[src/rtl/serrx_pkg.sv]
package serrx_pkg;
  typedef struct packed {
    logic shiftEn;   // capture one serial bit into the shift register
    logic loadHold;  // copy the shift register into the holding register
  } rxStrobes_t;
endpackage

[src/rtl/serrx_datapath.sv]
module serrx_datapath
  import serrx_pkg::*;
#(
  parameter int DATA_W = 8
) (
  input  logic              clk,
  input  logic              rstN,
  input  rxStrobes_t        strobes,
  input  logic              sdIn,
  output logic [DATA_W-1:0] holdData
);
  logic [DATA_W-1:0] shiftReg;

  // LSB-first: each new bit enters at the top and moves down
  always_ff @(posedge clk or negedge rstN) begin
    if (!rstN) begin
      shiftReg <= '0;
    end else if (strobes.shiftEn) begin
      shiftReg <= {sdIn, shiftReg[DATA_W-1:1]};
    end
  end

  always_ff @(posedge clk or negedge rstN) begin
    if (!rstN) begin
      holdData <= '0;
    end else if (strobes.loadHold) begin
      holdData <= shiftReg;
    end
  end
endmodule

[src/rtl/serrx_control.sv]
module serrx_control
  import serrx_pkg::*;
#(
  parameter int DATA_W = 8,
  parameter int DIV_W  = 8
) (
  input  logic             clk,
  input  logic             rstN,
  input  logic             rxEnable,
  input  logic             dblBuf,
  input  logic [DIV_W-1:0] divHalf,
  input  logic             rdStrobe,
  output rxStrobes_t       strobes,
  output logic             sclkOut,
  output logic             bufFull,
  output logic             rxIrq,
  output logic             pending,
  output logic             running
);
  localparam int CNT_W = (DATA_W > 1) ? $clog2(DATA_W) : 1;
  localparam logic [CNT_W-1:0] LAST_BIT = CNT_W'(DATA_W - 1);

  logic [DIV_W-1:0] divCnt;
  logic [CNT_W-1:0] bitCnt;
  logic             sclkR;
  logic             holdValid;
  logic             irqR;
  logic             tick, riseEdge, frameDone, doMove, startOk;

  always_comb begin
    tick      = running && (divCnt == divHalf);
    riseEdge  = tick && !sclkR;
    frameDone = riseEdge && (bitCnt == LAST_BIT);
    // the kept byte moves once the holding register is free or being read
    doMove    = pending && (!holdValid || rdStrobe);
    // single mode waits for the host; double mode only for the shift register
    startOk   = rxEnable && !running && !pending && (dblBuf || !holdValid);
    strobes.shiftEn  = riseEdge;
    strobes.loadHold = doMove;
  end

  // serial clock generator and bit counter
  always_ff @(posedge clk or negedge rstN) begin
    if (!rstN) begin
      running <= 1'b0;
      divCnt  <= '0;
      bitCnt  <= '0;
      sclkR   <= 1'b1;
    end else if (startOk) begin
      running <= 1'b1;
      divCnt  <= '0;
      bitCnt  <= '0;
    end else if (running) begin
      divCnt <= tick ? '0 : divCnt + 1'b1;
      if (tick)      sclkR   <= !sclkR;
      if (riseEdge)  bitCnt  <= bitCnt + 1'b1;
      if (frameDone) running <= 1'b0;
    end
  end

  // buffer hand-over and interrupt
  always_ff @(posedge clk or negedge rstN) begin
    if (!rstN) begin
      pending   <= 1'b0;
      holdValid <= 1'b0;
      irqR      <= 1'b0;
    end else begin
      if (frameDone)   pending <= 1'b1;
      else if (doMove) pending <= 1'b0;
      if (doMove)        holdValid <= 1'b1;
      else if (rdStrobe) holdValid <= 1'b0;
      irqR <= doMove;
    end
  end

  assign sclkOut = sclkR;
  assign bufFull = holdValid;
  assign rxIrq   = irqR;
endmodule

[src/rtl/serrx_top.sv]
module serrx_top
  import serrx_pkg::*;
#(
  parameter int DATA_W = 8,
  parameter int DIV_W  = 8
) (
  input  logic              clk,
  input  logic              rstN,
  input  logic              rxEnable,
  input  logic              dblBuf,
  input  logic [DIV_W-1:0]  divHalf,
  input  logic              sdIn,
  input  logic              rdStrobe,
  output logic [DATA_W-1:0] rdData,
  output logic              bufFull,
  output logic              rxIrq,
  output logic              sclkOut
);
  rxStrobes_t strobes;
  logic       ctrlPending;
  logic       ctrlRunning;

  serrx_control #(.DATA_W(DATA_W), .DIV_W(DIV_W)) u_ctrl (
    .clk      (clk),
    .rstN     (rstN),
    .rxEnable (rxEnable),
    .dblBuf   (dblBuf),
    .divHalf  (divHalf),
    .rdStrobe (rdStrobe),
    .strobes  (strobes),
    .sclkOut  (sclkOut),
    .bufFull  (bufFull),
    .rxIrq    (rxIrq),
    .pending  (ctrlPending),
    .running  (ctrlRunning)
  );

  serrx_datapath #(.DATA_W(DATA_W)) u_dp (
    .clk      (clk),
    .rstN     (rstN),
    .strobes  (strobes),
    .sdIn     (sdIn),
    .holdData (rdData)
  );
endmodule

[config.mk]
export PLATFORM = sky130hd
export DESIGN_NAME = serrx_top
export DESIGN_NICKNAME = d
export VERILOG_FILES = /design/src/rtl/serrx_pkg.sv /design/src/rtl/serrx_datapath.sv /design/src/rtl/serrx_control.sv /design/src/rtl/serrx_top.sv
export SDC_FILE = /design/constraint.sdc
export NUM_CORES = 1
export LEC_CHECK = 0
export BUFFER_PORTS_ARGS = -buffer_cell sky130_fd_sc_hd__buf_4
export CORE_AREA = 8 8 63 65
export DETAILED_ROUTE_END_ITERATION = 10
export DIE_AREA = 0 0 71 73
export HOLD_SLACK_MARGIN = 0.05
export PLACE_DENSITY = 0.74
export SETUP_SLACK_MARGIN = 0.05
export SLEW_MARGIN = 20
export SYNTH_ARGS = -nofsm -noshare
export SYNTH_HDL_FRONTEND = slang
export SYNTH_SLANG_ARGS = --single-unit
[constraint.sdc]
create_clock -name clk -period 2.4 [get_ports clk]
set_input_delay 0.48 -clock clk [delete_from_list [all_inputs] [get_ports clk]]
set_output_delay 0.48 -clock clk [all_outputs]
set_load 0.01 [all_outputs]
==> flow_metrics.env <==
export IMPL_outcome="finished clean"
export IMPL_grt_pass1_vias=1087
export IMPL_grt_pass1_wl_um=5110
export IMPL_dieWidth_um=71
export IMPL_hp_class="primary input to async pin"
export IMPL_syn_num_nets=137
export IMPL_finalHoldViolations=0
export IMPL_drive_gt1_share_pct=39.9
export IMPL_fmax_ghz=0.505
export IMPL_portBuffers=24
export IMPL_regArea_um2=802
export IMPL_worstPathMaxFanout=14
export IMPL_drc=0
export IMPL_power_switching_uw=481
export IMPL_ant_nets=0
export IMPL_num_fill_cells=245
export IMPL_grt_max_degree=33
export IMPL_synth_avg_cell_area_um2=12.9
export IMPL_worst_slew_pin_slew_ps=459
export IMPL_clock_latency_ps=340
export IMPL_clockBufferDepth=2
export IMPL_cap_violations=0
export IMPL_hpwl_um=2060
export IMPL_vdd_drop_max_v=0.000391
export IMPL_tns_ps=0
export IMPL_wire_per_inst_um=15.9
export IMPL_gr_total_overflow=0
export IMPL_ctsResizeCount=0
export IMPL_yosysMostFrequentCell="dfrtp_1"
export IMPL_maxSlewViolCount=0
export IMPL_finalCritPeriodShare_pct=82.6
export IMPL_synth_seq_cells=32
export IMPL_drt_total_wl_um=2870
export IMPL_cp_start_kind="flop"
export IMPL_postCtsHoldBufs=0
export IMPL_crit_path_end_kind="flop"
export IMPL_grt_usage_pct=12.7
export IMPL_cp_data_required_time_ps=2620
export IMPL_finalClockSkew_ps=9.29
export IMPL_pwr_share_seq_pct=50.6
export IMPL_pin_count=25
export IMPL_area_delta_synth_final_pct=17.0
export IMPL_yosys_warnings=0
export IMPL_path_clk_slew_ps=110
export IMPL_dr_pass1_iters=4
export IMPL_fin_area_mm2=0.00181
export IMPL_p_comb_share_pct=22.7
export IMPL_synth_edf_count=0
export IMPL_critical_path_class="flop to flop"
export IMPL_synth_async_reset_ratio_pct=100
export IMPL_synth_common_cells="dfrtp_1, mux2_2, nand2_1"
export IMPL_leakagePower_nw=0.917
export IMPL_p_sw_share_pct=31.5
export IMPL_num_nets_final=164
export IMPL_viasPerCell=5.52
export IMPL_rr_endpoint="u_dp.shiftReg[1]"
export IMPL_rsz0062_at_grt="no"
export IMPL_yosysUniqueCellTypes=33
export IMPL_placementRows=20
export IMPL_syn_inst=120
export IMPL_dieArea_mm2=0.00518
export IMPL_clock_sinks=32
export IMPL_reg2reg_from="u_ctrl.divCnt[0]"
export IMPL_ys_flop_type="dfrtp_1"
export IMPL_cts_tree="built"
export IMPL_period_needed_ps=1980
export IMPL_initial_core_util_pct=52.4
export IMPL_antenna_found_initial=0
export IMPL_synth_area_leaders="dfrtp_1, mux2_2, mux2_4"
export IMPL_power_density_mw_per_mm2=844
export IMPL_max_slew_margin_pct=69.3
export IMPL_setup_violations_final=0
export IMPL_cts_buffers=5
export IMPL_antenna_cells=0
export IMPL_synth_area_leader_cell="dfrtp_1"
export IMPL_core_area_mm2=0.00295
export IMPL_worstPathArrival_ps=2200
export IMPL_post_cts_buffers=0
export IMPL_cts_root_buf="clkbuf_4"
export IMPL_r2r_cells=4
export IMPL_pwr_share_clk_pct=26.7
export IMPL_die_y_um=73
export IMPL_multi_input_area_um2=687
export IMPL_reg2reg_setup_slack_ps=420
export IMPL_htree_levels=2
export IMPL_yosysSeqAreaShare_pct=51.9
export IMPL_intPower_mw=1.05
export IMPL_routabilityCongestion=0.785
export IMPL_drt_initial_drc_count=40
export IMPL_placed_cell_area_mm2=0.00173
export IMPL_vias=999
export IMPL_syn_cell_area_mm2=0.00155
export IMPL_yosysTopAreaCellShare_pct=50.2
==> layer usage <==
layer,wire [um],up-vias,share of wire (%),global-route usage [%]
met5,0,-,0,0
met4,31,0,1.1,6.24
met3,202,4,7.0,6.04
met2,1310,24,46,19.4
met1,1330,490,46,14.7
li1,-,481,-,-
==> area by class of cell <==
class,count,area share (%)
Sequential cell,32,44.3
Multi-Input combinational cell,79,38.0
Timing Repair Buffer,24,9.96
Clock inverter,3,2.35
Tap cell,33,2.28
Clock buffer,5,2.07
Inverter,5,1.04
==> worst max-delay path, cell delays in order, from the launching register on <==
cell and delay (ps):
dfrtp_1 490, xnor2_2 180, nand4_2 190, or4_4 670, mux2_4 340
==> flip-flops by register name, summed over array words and instances (netlist names) <==
signal	flops
u_ctrl.bufFull	1
u_ctrl.running	1
u_ctrl.sclkOut	1
u_dp.shiftReg	8
u_ctrl.pending	1
u_ctrl.bitCnt	3
u_ctrl.divCnt	8
u_ctrl.rxIrq	1
u_dp.holdData	8
==> worst max path at each step <==
stage,from,to,cells after the start
floorplan,divHalf[0],u_dp.shiftReg[1],6
global placement,divHalf[0],u_dp.shiftReg[4],5
detailed placement,divHalf[0],u_dp.shiftReg[2],5
CTS,u_ctrl.divCnt[0],u_dp.shiftReg[1],4
global route,u_ctrl.divCnt[6],u_dp.shiftReg[1],4
finish,u_ctrl.divCnt[0],u_dp.shiftReg[1],4
==> cell usage in the layout, fill, tap and decap left out, types with 2 or more instances in the layout <==
cell / n
xnor2_1: 4
inv_1: 5
ha_1: 3
xor2_1: 4
nand4_1: 4
o21ai_0: 4
a211oi_1: 4
nand2_1: 12
nand2b_1: 3
dfrtp_1: 31
o211ai_1: 3
mux2_4: 6
mux2_2: 12
xnor2_2: 4
buf_4: 24
clkbuf_4: 5
nor2b_1: 2
==> stage by stage <==
stage | total power [mW] | util [%] | cells | hold slack, ps | worst slack (ps)
detailed placement | 1.13 | 58.6 | 173 | 442 | 306
global route | 1.63 | 61.3 | 181 | 54.3 | 332
finish | 1.53 | 61.3 | 181 | 57.8 | 419
floorplan | 1.02 | - | 120 | 184 | 445
CTS | 1.54 | 61.3 | 181 | 51.9 | 419
global placement | 1.11 | 58.6 | 173 | 431 | 354
==> cell families after synthesis <==
group	after synthesis	share of synthesized area, %
mux	19	15.2
buf+inv	9	3.72
xor+xnor	12	8.74
fa+ha+maj	3	2.43
simple gates	30	11.4
flops	32	51.9
compound gates	15	6.64
==> power groups by stage <==
stage | Combinational (mW) | Sequential, mW | Clock (mW)
after floorplan | 0.271 | 0.749 | 0
after global placement | 0.342 | 0.772 | 0
after detailed placement | 0.347 | 0.780 | 0
after CTS | 0.350 | 0.769 | 0.423
after global routing | 0.395 | 0.785 | 0.450
final | 0.346 | 0.773 | 0.408
Power figures use the tool's default switching activity.
